==> config.mk <==
export PLATFORM = sky130hd
export DESIGN_NAME = nand_status_poller
export DESIGN_NICKNAME = d
export VERILOG_FILES = /design/src/rtl/nand_poll_pkg.sv /design/src/rtl/nps_interval_timer.sv /design/src/rtl/nps_deadline.sv /design/src/rtl/nand_status_poller.sv
export SDC_FILE = /design/constraint.sdc
export NUM_CORES = 1
export LEC_CHECK = 0
export BUFFER_PORTS_ARGS = -buffer_cell sky130_fd_sc_hd__buf_2
export CORE_MARGIN = 2
export CORE_UTILIZATION = 55
export CTS_BUF_LIST = sky130_fd_sc_hd__clkbuf_8
export DETAILED_ROUTE_END_ITERATION = 7
export HOLD_SLACK_MARGIN = 0.08
export PLACE_DENSITY_LB_ADDON = 0.3
export SYNTH_ARGS = -nofsm -noshare
export SYNTH_HDL_FRONTEND = slang
export SYNTH_SLANG_ARGS = --single-unit
==> constraint.sdc <==
create_clock -name clk -period 4.2 [get_ports clk]
set_input_delay 0.42 -clock clk [delete_from_list [all_inputs] [get_ports clk]]
set_output_delay 0.42 -clock clk [all_outputs]
set_load 0.05 [all_outputs]
==> src/rtl/nand_poll_pkg.sv <==
package nand_poll_pkg;

    typedef enum logic [1:0] {
        REQ_CMD  = 2'd0,
        REQ_ADDR = 2'd1,
        REQ_WAIT = 2'd2,
        REQ_DIN  = 2'd3
    } req_kind_e;

    typedef enum logic [1:0] {
        RES_READY   = 2'd0,
        RES_TIMEOUT = 2'd1,
        RES_ENG_ERR = 2'd2
    } result_e;

    typedef enum logic [2:0] {
        ST_IDLE,
        ST_SETTLE,
        ST_STAT_CMD,
        ST_TURN,
        ST_CHECK,
        ST_READ,
        ST_PAUSE,
        ST_MODE_CMD
    } poll_state_e;

    localparam logic [7:0] CMD_STATUS    = 8'h70;
    localparam logic [7:0] CMD_READ_MODE = 8'h00;
    localparam int         READY_BIT     = 6;

endpackage

==> src/rtl/nps_interval_timer.sv <==
module nps_interval_timer #(
    parameter int W = 8
) (
    input  logic         clk,
    input  logic         rst_n,
    input  logic         load,
    input  logic [W-1:0] load_val,
    output logic         zero
);
    logic [W-1:0] cnt_d, cnt_q;

    always_comb begin
        cnt_d = cnt_q;
        if (load) begin
            cnt_d = load_val;
        end else if (cnt_q != '0) begin
            cnt_d = cnt_q - 1'b1;
        end
    end

    always_ff @(posedge clk or negedge rst_n) begin
        if (!rst_n) cnt_q <= '0;
        else        cnt_q <= cnt_d;
    end

    assign zero = (cnt_q == '0);
endmodule

==> src/rtl/nps_deadline.sv <==
module nps_deadline #(
    parameter int MS_CYC = 1000,
    parameter int TMO_W  = 16
) (
    input  logic             clk,
    input  logic             rst_n,
    input  logic             arm,
    input  logic [TMO_W-1:0] arm_ms,
    output logic             expired
);
    localparam int PW = (MS_CYC > 1) ? $clog2(MS_CYC) : 1;
    localparam logic [PW-1:0] PRE_TOP = PW'(MS_CYC - 1);

    typedef struct packed {
        logic [PW-1:0]    pre;
        logic [TMO_W-1:0] ms;
    } dl_t;

    dl_t dl_d, dl_q;

    always_comb begin
        dl_d = dl_q;
        if (arm) begin
            dl_d.pre = PRE_TOP;
            dl_d.ms  = arm_ms;
        end else if (dl_q.ms != '0) begin
            if (dl_q.pre == '0) begin
                dl_d.pre = PRE_TOP;
                dl_d.ms  = dl_q.ms - 1'b1;
            end else begin
                dl_d.pre = dl_q.pre - 1'b1;
            end
        end
    end

    always_ff @(posedge clk or negedge rst_n) begin
        if (!rst_n) dl_q <= '0;
        else        dl_q <= dl_d;
    end

    assign expired = (dl_q.ms == '0);
endmodule

==> src/rtl/nand_status_poller.sv <==
module nand_status_poller #(
    parameter int CYC_PER_US = 250,
    parameter int PRE_US     = 1,
    parameter int GAP_US     = 10,
    parameter int WHR_CYC    = 30,
    parameter int US_PER_MS  = 1000,
    parameter int TMO_W      = 16
) (
    input  logic             clk,
    input  logic             rst_n,
    input  logic             start,
    input  logic [TMO_W-1:0] timeout_ms,
    output logic             busy,
    output logic             done,
    output logic [1:0]       result,
    output logic             req_valid,
    output logic [1:0]       req_kind,
    output logic [7:0]       req_byte,
    output logic             req_bus8,
    input  logic             rsp_valid,
    input  logic             rsp_err,
    input  logic [7:0]       rsp_data
);
    import nand_poll_pkg::*;

    localparam int PRE_CYC = CYC_PER_US * PRE_US;
    localparam int GAP_CYC = CYC_PER_US * GAP_US;
    localparam int MS_CYC  = CYC_PER_US * US_PER_MS;
    localparam int MAX_A   = (PRE_CYC > GAP_CYC) ? PRE_CYC : GAP_CYC;
    localparam int TMR_MAX = (MAX_A > WHR_CYC) ? MAX_A : WHR_CYC;
    localparam int TW      = $clog2(TMR_MAX + 1);

    typedef struct packed {
        poll_state_e state;
        logic        done;
        result_e     result;
    } ctl_t;

    ctl_t          r_d, r_q;
    logic          tmr_load, tmr_zero;
    logic [TW-1:0] tmr_val;
    logic          dl_arm, dl_expired;

    nps_interval_timer #(.W(TW)) u_timer (
        .clk      (clk),
        .rst_n    (rst_n),
        .load     (tmr_load),
        .load_val (tmr_val),
        .zero     (tmr_zero)
    );

    nps_deadline #(.MS_CYC(MS_CYC), .TMO_W(TMO_W)) u_deadline (
        .clk     (clk),
        .rst_n   (rst_n),
        .arm     (dl_arm),
        .arm_ms  (timeout_ms),
        .expired (dl_expired)
    );

    always_comb begin
        r_d       = r_q;
        r_d.done  = 1'b0;
        tmr_load  = 1'b0;
        tmr_val   = '0;
        dl_arm    = 1'b0;
        req_valid = 1'b0;
        req_kind  = REQ_CMD;
        req_byte  = CMD_READ_MODE;
        req_bus8  = 1'b0;
        unique case (r_q.state)
            ST_IDLE: begin
                if (start) begin
                    r_d.state = ST_SETTLE;
                    tmr_load  = 1'b1;
                    tmr_val   = TW'(PRE_CYC);
                end
            end
            ST_SETTLE: begin
                if (tmr_zero) r_d.state = ST_STAT_CMD;
            end
            ST_STAT_CMD: begin
                req_valid = 1'b1;
                req_byte  = CMD_STATUS;
                if (rsp_valid) begin
                    if (rsp_err) begin
                        r_d.state  = ST_IDLE;
                        r_d.done   = 1'b1;
                        r_d.result = RES_ENG_ERR;
                    end else begin
                        dl_arm    = 1'b1;
                        tmr_load  = 1'b1;
                        tmr_val   = TW'(WHR_CYC);
                        r_d.state = ST_TURN;
                    end
                end
            end
            ST_TURN: begin
                if (tmr_zero) r_d.state = ST_CHECK;
            end
            ST_CHECK: begin
                if (dl_expired) begin
                    r_d.state  = ST_IDLE;
                    r_d.done   = 1'b1;
                    r_d.result = RES_TIMEOUT;
                end else begin
                    r_d.state = ST_READ;
                end
            end
            ST_READ: begin
                req_valid = 1'b1;
                req_kind  = REQ_DIN;
                req_bus8  = 1'b1;
                if (rsp_valid) begin
                    if (rsp_err) begin
                        r_d.state  = ST_IDLE;
                        r_d.done   = 1'b1;
                        r_d.result = RES_ENG_ERR;
                    end else if (rsp_data[READY_BIT]) begin
                        r_d.state = ST_MODE_CMD;
                    end else begin
                        tmr_load  = 1'b1;
                        tmr_val   = TW'(GAP_CYC);
                        r_d.state = ST_PAUSE;
                    end
                end
            end
            ST_PAUSE: begin
                if (tmr_zero) r_d.state = ST_CHECK;
            end
            ST_MODE_CMD: begin
                req_valid = 1'b1;
                req_byte  = CMD_READ_MODE;
                if (rsp_valid) begin
                    r_d.state  = ST_IDLE;
                    r_d.done   = 1'b1;
                    r_d.result = rsp_err ? RES_ENG_ERR : RES_READY;
                end
            end
            default: r_d.state = ST_IDLE;
        endcase
    end

    always_ff @(posedge clk or negedge rst_n) begin
        if (!rst_n) begin
            r_q.state  <= ST_IDLE;
            r_q.done   <= 1'b0;
            r_q.result <= RES_READY;
        end else begin
            r_q <= r_d;
        end
    end

    assign busy   = (r_q.state != ST_IDLE);
    assign done   = r_q.done;
    assign result = r_q.result;
endmodule

==> summary.md, run 1 <==
| Metric | Value |
|---|---|
| Outcome | `finished, final reports clean` |
| Mapped Area | `3020 µm²` |
| Final Critical Period | `about 2.8 ns` |
| Fin. Hold Viols | `0` |
| Sequential fraction of the synthesis area | `0.430` |
| Kind of critical path | `reg2reg` |
| Slew Viols, Final | `0` |
| Synth top area cells | `dfrtp_1, xnor2_1, nor2_1` |
| # clock sinks | `52` |
| RSZ-0062 raised after global routing | `false` |
| # port buffers | `32` |
| GP Congestion | `0.809` |
| CP startpoint kind | `register` |
| Post-synth top cells | `dfrtp_1, nor2_1, nand2_1` |
| Required time of the critical path | `roughly 4.4 ns` |
| Yosys warning total | `0` |
| Hpwl dp | `4260 µm` |
| Initial Utilization | `0.581` |
| Crit path buf inv count | `0` |
| Pleak | `around 1.4 nW` |
| Yosys cell types | `47` |
| FF+latch count, synth | `52` |
| Maximum fanout along the worst path | `14` |
| Setup violators final | `0` |
| Drt drc | `0` |
| Max Clk Rate | `0.361 GHz` |
| Worst hold path class | `in2async` |
| Clock Path Buffers | `2` |
| # hold bufs at CTS | `0` |
| # resized after CTS | `0` |
| Max-slew headroom | `0.357` |
| Clock latency on the worst-skew pair | `0.30 ns` |
| GRT Total Usage | `0.216` |
| Post-CTS setup buffer count | `0` |
| Largest net degree at the start of global routing | `53` |
| Yosys top cell by area | `dfrtp_1` |
| Max Cap Viol | `0` |
| Core box area | `5200 µm²` |
| CP Capture Type | `register` |
| Vias in the first global route | `2439` |
| Ys flop type | `dfrtp_1` |
| Die X | `78.1 µm` |
| Share of Yosys cell area claimed by the top area cell type | `0.430` |
| Worst slack at placement | `1.45 ns` |
| Synth async-reset ratio | `1.00` |
| Global-route wire length before repair | `10700 µm` |
| Root Buffer | `clkbuf_8` |
| Final period util | `0.659` |
| Vias | `between 2000 and 2500` |
| Critical-path top delay cell | `nor4_1` |
| Max incr delay on CP | `0.63 ns` |
| Crit-path leading delay family | `simple AND/OR/NAND/NOR gates` |
| Synth Instances | `340` |
| Post-Syn Area per Cell | `8.89 µm²` |
| Rows | `26` |
| Share of cells above drive strength 1 | `0.138` |
| DRT iter0 DRCs | `145` |
| Initial antenna violation count | `0` |
| WL final | `6030 µm` |
| Sum Neg Setup Slack | `0 ns` |
| Cell Pwr Density | `584 nW/µm²` |
| Die area | `6110 µm²` |
| Worst VDD drop | `0.321 mV` |
| Final #Nets | `397` |
| # diodes | `0` |
| Per-cell routed wire length | `13.9 µm` |
| Height of the die | `78.1 µm` |
| Syn-to-layout area delta | `7.78%` |
| Worst-margin pin slew | `0.955 ns` |
| Final Skew | `approximately 0.012 ns` |
| Clock-pin slew on the worst setup and hold paths | `0.09 ns` |
| Critical-path cell list | `nor4_1, nand4_1, and2_1, o21ai_0, a22oi_1, mux2_2` |
| Most numerous cell in the Yosys netlist | `dfrtp_1` |
| Final Worst Setup Slack | `1.43 ns` |
| CTS tree | `yes` |
| Number of CTS-inserted buffers | `5` |
| Flop2flop setup slack | `about 1.4 ns` |
| Antenna viol nets, final | `0` |
| H-tree depth | `2` |
| Drt via density | `5.64` |
| Remaining Overflow, GRT | `0` |
| Critical R2R Capture | `r_q[3]` |
| CP arrival | `2.96 ns` |
| Post-synth EDFFs | `0` |
| TritonRoute pass-1 iters | `4` |
| FF-to-FF Start | `u_timer.cnt_q[5]` |
| R2R cell count | `6` |
| Ports | `between 40 and 50` |
## final cells by class
type	count	area, µm²
Fill cell	466	1950
Multi-Input combinational cell	261	1580
Sequential cell	52	1300
Timing Repair Buffer	35	183
Tap cell	70	87.6
Clock buffer	5	68.8
Inverter	8	30.0
Clock inverter	2	12.5
## worst max-delay path by stage
stage	start	end	slack (ns)	cells past startpoint
CTS	u_timer.cnt_q[5]	r_q[3]	1.44	6
global placement	u_deadline.dl_q[22]	u_deadline.dl_q[9]	1.52	6
global route	u_timer.cnt_q[4]	r_q[3]	1.16	6
finish	u_timer.cnt_q[5]	r_q[3]	1.43	6
detailed placement	u_timer.cnt_q[5]	r_q[3]	1.45	6
floorplan	u_deadline.dl_q[22]	u_deadline.dl_q[6]	1.96	6
## layout by cell type, fill, tap and decap left out, types with 2 or more instances in the layout
master / count
a211oi_1: 2
a21oi_1: 12
a31oi_1: 2
and2_1: 2
and3_1: 2
buf_2: 32
buf_4: 3
clkbuf_8: 5
conb_1: 5
dfrtp_1: 52
ha_1: 5
inv_1: 8
nand2_1: 39
nand2b_1: 5
nand3_1: 14
nand4_1: 7
nor2_1: 42
nor2b_1: 5
nor3_1: 14
nor4_1: 11
nor4b_1: 3
o211ai_1: 4
o21ai_0: 17
o21ai_1: 5
o41ai_1: 2
or3_1: 2
or4_1: 4
xnor2_1: 26
xor2_1: 13
## cells by family after synthesis
family / count (synthesis) / share of synthesized area
simple gates: 160 / 0.277
flops: 52 / 0.430
compound gates: 51 / 0.101
xor+xnor: 39 / 0.113
buf+inv: 31 / 0.0534
fa+ha+maj: 5 / 0.0207
other cells: 1 / 0.00124
mux: 1 / 0.00372
## worst reg2reg max path, stage by stage (launching register included)
cell     delay, ns
dfrtp_1       0.43
nor4_1        0.63
nand4_1       0.63
and2_1        0.40
o21ai_0       0.16
a22oi_1       0.12
mux2_2        0.30
## stage by stage
| step | util | hold slack [ns] | total power [mW] | instances | cell area (µm²) |
|---|---|---|---|---|---|
| 4_1_cts | 0.626 | 0.249 | 1.92 | 433 | 3260 |
| 2_1_floorplan | - | 0.124 | 1.48 | 344 | 3040 |
| 5_1_grt | 0.626 | 0.289 | 2.06 | 433 | 3260 |
| 6_report | 0.626 | 0.204 | 1.90 | 433 | 3260 |
| 3_3_place_gp | 0.610 | 0.482 | 1.60 | 426 | 3180 |
| 3_5_place_dp | 0.610 | 0.498 | 1.64 | 426 | 3180 |
## routing by layer
metal	track usage	wire [µm]	part of all wire
met5	0	0	0
met4	0.0842	70	0.012
met3	0.0437	247	0.041
met2	0.360	2950	0.49
met1	0.278	2760	0.46
## flip-flops by register name, indices dropped and copies added, names as in the netlist
signal,cells
done,1
r_q,3
u_deadline.dl_q,34
u_timer.cnt_q,12
result,2
## power by group
part           internal (mW)  total, mW  switching, mW
clock network          0.113      0.271          0.158
registers              0.706      0.962          0.256
logic                  0.304      0.670          0.366
total                   1.12       1.90          0.780
(Power assumes the default switching activity.)
==> inputs of run 2 (changes only) <==
- clock period: 4.2 -> 2.6 ns (I/O delays scaled with it)
==> run 2 against run 1 <==
Effect of this change: clock power increased by 52%; first-iteration DRC count decreased by 0.69%; total power increased by 62%; clock skew decreased by 0.0044 ns; sequential power increased by 56%; register-to-register slack got worse by 1.2 ns; setup slack got worse by 1.2 ns; via count increased by 0.16%; utilization increased by 1.8 points; cell area increased by 2.9%; non-clock buffer count increased by 14; largest cell class unchanged.
==> summary.md, run 2 (synthesis gave the netlist of run 1 again) <==
| Metric | Value |
|---|---|
| Crit-path leading delay family | `simple AND/OR/NAND/NOR gates (unchanged)` |
| Setup violators final | `0 (unchanged)` |
| Clock latency on the worst-skew pair | `0.30 ns (about the same)` |
| Die area | `6110 µm² (unchanged)` |
| Core box area | `5200 µm² (unchanged)` |
| Kind of critical path | `reg2reg (unchanged)` |
| TritonRoute pass-1 iters | `4 (unchanged)` |
| Drt drc | `0 (unchanged)` |
| Max-slew headroom | `0.621 (was 0.357)` |
| Initial Utilization | `0.581 (unchanged)` |
| Cell Pwr Density | `918 nW/µm² (was 584 nW/µm²)` |
| Critical-path top delay cell | `or4_4 (was nor4_1)` |
| Worst hold path class | `in2reg (was in2async)` |
| Sum Neg Setup Slack | `0 ns (unchanged)` |
| Reg power frac | `0.489 (was 0.505)` |
| Height of the die | `78.1 µm (unchanged)` |
| Global-route wire length before repair | `10700 µm (about the same)` |
| CTS tree | `yes (unchanged)` |
| Number of CTS-inserted buffers | `5 (unchanged)` |
| Clock Path Buffers | `2 (unchanged)` |
| Clk network pwr share | `0.133 (was 0.142)` |
| Vias | `2448 (was 2444)` |
| # port buffers | `32 (unchanged)` |
| Initial antenna violation count | `0 (unchanged)` |
| Final period util | `0.922 (was 0.659)` |
| Most common cell after layout, fill and taps aside | `dfrtp_1 (unchanged)` |
| CP arrival | `2.62 ns (was 2.96 ns)` |
| Crit path buf inv count | `0 (unchanged)` |
| Outcome | `finished, final reports clean (unchanged)` |
| # resized after CTS | `0 (unchanged)` |
| Worst VDD drop | `0.601 mV (was 0.321 mV)` |
| Rows | `26 (unchanged)` |
| Required time of the critical path | `2.82 ns (was 4.39 ns)` |
| Switching Share | `0.404 (was 0.410)` |
| Largest Register | `u_deadline.dl_q (unchanged)` |
| Fin. Hold Viols | `0 (unchanged)` |
| Hpwl dp | `4460 µm (was 4260 µm)` |
| Max incr delay on CP | `0.57 ns (was 0.63 ns)` |
| # clock sinks | `52 (unchanged)` |
| Share of cells above drive strength 1 | `0.163 (was 0.138)` |
| CP Capture Type | `register (unchanged)` |
| Root Buffer | `clkbuf_8 (unchanged)` |
| Largest register FFs | `34 (unchanged)` |
| Per-cell routed wire length | `13.4 µm (was 13.9 µm)` |
| Logic pwr share | `0.378 (was 0.352)` |
| Hold Slack | `0.163 ns (was 0.204 ns)` |
| WL final | `5980 µm (was 6030 µm)` |
| Ports | `45 (unchanged)` |
| Remaining Overflow, GRT | `0 (unchanged)` |
| Max Cap Viol | `0 (unchanged)` |
| Final Critical Period | `2.40 ns (was 2.77 ns)` |
| Clock-pin slew on the worst setup and hold paths | `0.08 ns (was 0.09 ns)` |
| Top flop regs | `u_deadline.dl_q: 34 flops, u_timer.cnt_q: 12 flops, r_q: 3 flops (unchanged)` |
| GRT Total Usage | `0.218 (was 0.216)` |
| DRT iter0 DRCs | `144 (was 145)` |
| Final Skew | `0.00757 ns (was 0.0120 ns)` |
| Critical-path cell list | `or4_4, or4b_4, nand3b_4, nand2_1, o211ai_1, o21ai_0 (was nor4_1, nand4_1, and2_1, o21ai_0, a22oi_1, mux2_2)` |
| Most frequent cells in the layout | `dfrtp_1, nor2_1, nand2_1, buf_2, xnor2_1 (unchanged)` |
| Slew Viols, Final | `0 (unchanged)` |
| Max Clk Rate | `0.417 GHz (was 0.361 GHz)` |
| # diodes | `0 (unchanged)` |
| Vias in the first global route | `2398 (was 2439)` |
| Die X | `78.1 µm (unchanged)` |
| Syn-to-layout area delta | `10.9% (was 7.78%)` |
| Largest net degree at the start of global routing | `31 (was 53)` |
| CP startpoint kind | `register (unchanged)` |
| RSZ-0062 raised after global routing | `false (unchanged)` |
| # hold bufs at CTS | `1 (was 0)` |
| P_sw | `1.24 mW (was 780 µW)` |
| Post-CTS setup buffer count | `0 (unchanged)` |
| GP Congestion | `0.850 (was 0.809)` |
| Pleak | `1.44 nW (was 1.38 nW)` |
| Antenna viol nets, final | `0 (unchanged)` |
| Final #Nets | `411 (was 397)` |
| Internal | `1.83 mW (was 1.12 mW)` |
| H-tree depth | `2 (unchanged)` |
| Maximum fanout along the worst path | `10 (was 14)` |
| Drt via density | `5.50 (was 5.64)` |
| Fillers | `451 (was 466)` |
| Worst-margin pin slew | `0.563 ns (was 0.955 ns)` |
[run 2: changes by cell type in the layout (fill, tap and decap cells not counted)]
cell           before  now
buf_4               3   16
dlygate4sd3_1       0    1
clkinv_2            1    0
clkinvlp_4          1    0
[run 2: tightest hold or removal path, stage by stage]
cell and delay [ns]:
buf_2 0.07, nand2_1 0.04, o21ai_0 0.06
[run 2: per-stage QoR]
stage | std cells | util | power [mW] | setup WS (ns) | area, µm²
4_1_cts | 445 | 0.644 | 3.10 | 0.195 | 3350
2_1_floorplan | 344 | - | 2.39 | 0.360 | 3040
6_report | 445 | 0.644 | 3.08 | 0.203 | 3350
5_1_grt | 445 | 0.644 | 3.34 | 0.0443 | 3350
3_5_place_dp | 439 | 0.629 | 2.68 | 0.210 | 3270
3_3_place_gp | 439 | 0.629 | 2.61 | 0.254 | 3270
[run 2: final timing paths]
check                                    start                  end  slack (ns)  cells after the start
setup / recovery           u_deadline.dl_q[22]   u_deadline.dl_q[1]        0.20                      6
hold / removal                   timeout_ms[0]   u_deadline.dl_q[0]        0.16                      3
setup reg to reg           u_deadline.dl_q[22]   u_deadline.dl_q[1]        0.20                      6
hold reg to reg                      result[1]            result[1]        0.51                      1
max in group asynchronous                rst_n  u_deadline.dl_q[25]        1.82                      3
min in group asynchronous                rst_n  u_deadline.dl_q[11]        0.46                      3
[run 2: cell type report]
class / count / area, µm² / area share
repair buffers: 49 / 290 / 0.0866
clock buffers: 5 / 68.8 / 0.0205
well taps: 70 / 87.6 / 0.0261
multi-input cells: 261 / 1580 / 0.470
inverters: 8 / 30.0 / 0.00896
flip-flops and latches: 52 / 1300 / 0.388
[run 2: power groups by stage]
| stage | logic [mW] | registers (mW) | clock network (mW) |
|---|---|---|---|
| after global placement | 1.12 | 1.50 | 0 |
| after detailed placement | 1.17 | 1.51 | 0 |
| after global routing | 1.32 | 1.56 | 0.457 |
| final | 1.16 | 1.50 | 0.411 |
| after floorplan | 0.953 | 1.44 | 0 |
| after CTS | 1.17 | 1.50 | 0.425 |
[run 2: per-layer routing]
layer / GRT usage / vias up / part of all wire
li1: - / 1232 / -
met1: 0.287 / 1159 / 0.47
met5: 0 / - / 0
met2: 0.364 / 50 / 0.48
met3: 0.0368 / 7 / 0.041
met4: 0.0789 / 0 / 0.013
==> inputs of run 3 (changes only) <==
- CORE_UTILIZATION: 55 -> 46
==> run 3 against run 2 <==
Effect of this change: sequential power barely moved; flip-flop and latch count did not move; sequential share of layout area fell by 0.58 points; global-route usage fell by 3.2 points; fmax fell by 2.6%.
==> summary.md, run 3 (synthesis gave the netlist of run 1 again) <==
| Metric | Value |
|---|---|
| Vias in the first global route | `2382 (was 2398)` |
| CP startpoint kind | `register (unchanged)` |
| DRT iter0 DRCs | `120 (was 144)` |
| Initial Utilization | `0.476 (was 0.581)` |
| H-tree depth | `2 (unchanged)` |
| Rows | `29 (was 26)` |
| Final Skew | `0.0173 ns (was 0.00757 ns)` |
| CP Capture Type | `register (unchanged)` |
| Fillers | `585 (was 451)` |
| Sum Neg Setup Slack | `0 ns (unchanged)` |
| TritonRoute pass-1 iters | `4 (unchanged)` |
| Final #Nets | `409 (was 411)` |
| Share of cells above drive strength 1 | `0.165 (was 0.163)` |
| Outcome | `finished, final reports clean (unchanged)` |
| Crit-path leading delay family | `simple AND/OR/NAND/NOR gates (unchanged)` |
| Top flop regs | `u_deadline.dl_q: 34 flops, u_timer.cnt_q: 12 flops, r_q: 3 flops (unchanged)` |
| Most frequent cells in the layout | `dfrtp_1, nor2_1, nand2_1, buf_2, xnor2_1 (unchanged)` |
| Max-slew headroom | `0.577 (was 0.621)` |
| Vias | `2467 (was 2448)` |
| Remaining Overflow, GRT | `0 (unchanged)` |
| Kind of critical path | `reg2reg (unchanged)` |
| Maximum fanout along the worst path | `7 (was 10)` |
| Initial antenna violation count | `0 (unchanged)` |
| Required time of the critical path | `2.84 ns (was 2.82 ns)` |
| # diodes | `0 (unchanged)` |
| Post-placement cell area | `3280 µm² (was 3270 µm²)` |
| Core box area | `6350 µm² (was 5200 µm²)` |
| WL final | `6200 µm (was 5980 µm)` |
| Max Cap Viol | `0 (unchanged)` |
| # port buffers | `32 (unchanged)` |
| Worst hold path class | `in2reg (unchanged)` |
| CTS tree | `yes (unchanged)` |
| Syn-to-layout area delta | `12.6% (was 10.9%)` |
| Hpwl dp | `4380 µm (was 4460 µm)` |
| Setup violators final | `0 (unchanged)` |
| Clock latency on the worst-skew pair | `0.31 ns (was 0.30 ns)` |
| Max Clk Rate | `0.406 GHz (was 0.417 GHz)` |
| Worst-margin pin slew | `0.634 ns (was 0.563 ns)` |
| CP arrival | `2.70 ns (was 2.62 ns)` |
| Pleak | `1.46 nW (was 1.44 nW)` |
| Final Critical Period | `2.46 ns (was 2.40 ns)` |
| Critical-path top delay cell | `or4_4 (unchanged)` |
| Crit path buf inv count | `1 (was 0)` |
| Design area | `3400 µm² (was 3350 µm²)` |
| GRT Total Usage | `0.186 (was 0.218)` |
| Drt via density | `5.45 (was 5.50)` |
| GP Congestion | `0.831 (was 0.850)` |
| Cell Pwr Density | `943 nW/µm² (was 918 nW/µm²)` |
| Slew Viols, Final | `0 (unchanged)` |
| Number of CTS-inserted buffers | `5 (unchanged)` |
| Drt drc | `0 (unchanged)` |
| Most common cell after layout, fill and taps aside | `dfrtp_1 (unchanged)` |
| Height of the die | `85.1 µm (was 78.1 µm)` |
| Pwr Total | `3.21 mW (was 3.08 mW)` |
| Max incr delay on CP | `0.56 ns (was 0.57 ns)` |
| Final period util | `0.947 (was 0.922)` |
| Fin. Hold Viols | `0 (unchanged)` |
| Die X | `85.1 µm (was 78.1 µm)` |
| Critical-path cell list | `or4_4, or4b_4, nor2b_1, buf_4, nand4_1, xor2_1, o21ai_1 (was or4_4, or4b_4, nand3b_4, nand2_1, o211ai_1, o21ai_0)` |
| Antenna viol nets, final | `0 (unchanged)` |
| Clock Path Buffers | `2 (unchanged)` |
| # clock sinks | `52 (unchanged)` |
| Largest Register | `u_deadline.dl_q (unchanged)` |
| Clock-pin slew on the worst setup and hold paths | `0.10 ns (was 0.08 ns)` |
| Worst VDD drop | `0.552 mV (was 0.601 mV)` |
| Largest register FFs | `34 (unchanged)` |
| Per-cell routed wire length | `13.7 µm (was 13.4 µm)` |
| Largest net degree at the start of global routing | `28 (was 31)` |
| Global-route wire length before repair | `11000 µm (was 10700 µm)` |
| Ports | `45 (unchanged)` |
| Root Buffer | `clkbuf_8 (unchanged)` |
| Post-CTS setup buffer count | `0 (unchanged)` |
| RSZ-0062 raised after global routing | `false (unchanged)` |
| Die area | `7240 µm² (was 6110 µm²)` |
run 3: changes by cell type in the layout (fill, tap and decap cells not counted), sizes merged:
cell    before  now
bufinv       0    1
clkinv       0    1
buf         48   46
inv          8    9
run 3: path summary, 6_finish.rpt:
check / start / to / slack (ns) / cells after the start
max: u_deadline.dl_q[22] / u_deadline.dl_q[15] / 0.14 / 7
min: timeout_ms[13] / u_deadline.dl_q[13] / 0.15 / 3
max reg2reg: u_deadline.dl_q[22] / u_deadline.dl_q[15] / 0.14 / 7
min reg2reg: result[1] / result[1] / 0.51 / 1
max in group asynchronous: rst_n / u_deadline.dl_q[25] / 1.52 / 3
min in group asynchronous: rst_n / u_deadline.dl_q[29] / 0.50 / 2
run 3: where the power goes:
group,total (mW),internal [mW],switching (mW)
clock network,0.547,0.282,0.265
registers,1.51,1.14,0.369
logic,1.15,0.518,0.636
run 3: worst register-to-register path: stages (launching register included):
cell	delay (ns)
dfrtp_1	0.41
or4_4	0.56
or4b_4	0.54
nor2b_1	0.29
buf_4	0.21
nand4_1	0.11
xor2_1	0.17
o21ai_1	0.12
run 3: per-layer routing:
metal,track usage,vias to the layer above,wire length [µm]
li1,-,1231,-
met1,0.258,1187,2980
met2,0.306,45,2900
met3,0.0263,4,249
met4,0.0534,0,68
met5,0,-,0
run 3: cell type report:
class	count	area, µm²	area share
Inverter	8	30.0	0.00882
Clock inverter	3	38.8	0.0114
Clock buffer	5	68.8	0.0202
Timing Repair Buffer	47	288	0.0845
Multi-Input combinational cell	261	1580	0.465
Tap cell	77	96.3	0.0283
Sequential cell	52	1300	0.382
run 3: through the flow:
stage	hold slack [ns]	instances	setup slack, ns	util
floorplan	-0.0356	344	0.360	-
global placement	0.320	444	0.177	0.517
detailed placement	0.321	444	0.149	0.517
CTS	0.144	453	0.126	0.535
global route	0.165	453	0.0143	0.536
finish	0.148	453	0.139	0.536
run 3: timing repair:
| action | 4_1_cts | 5_1_grt |
|---|---|---|
| hold buffers | 1 | 0 |
| resized for setup | 0 | 2 |
| setup endpoints to repair | 0 | 5 |
| endpoints found under the hold margin | 25 | 0 |
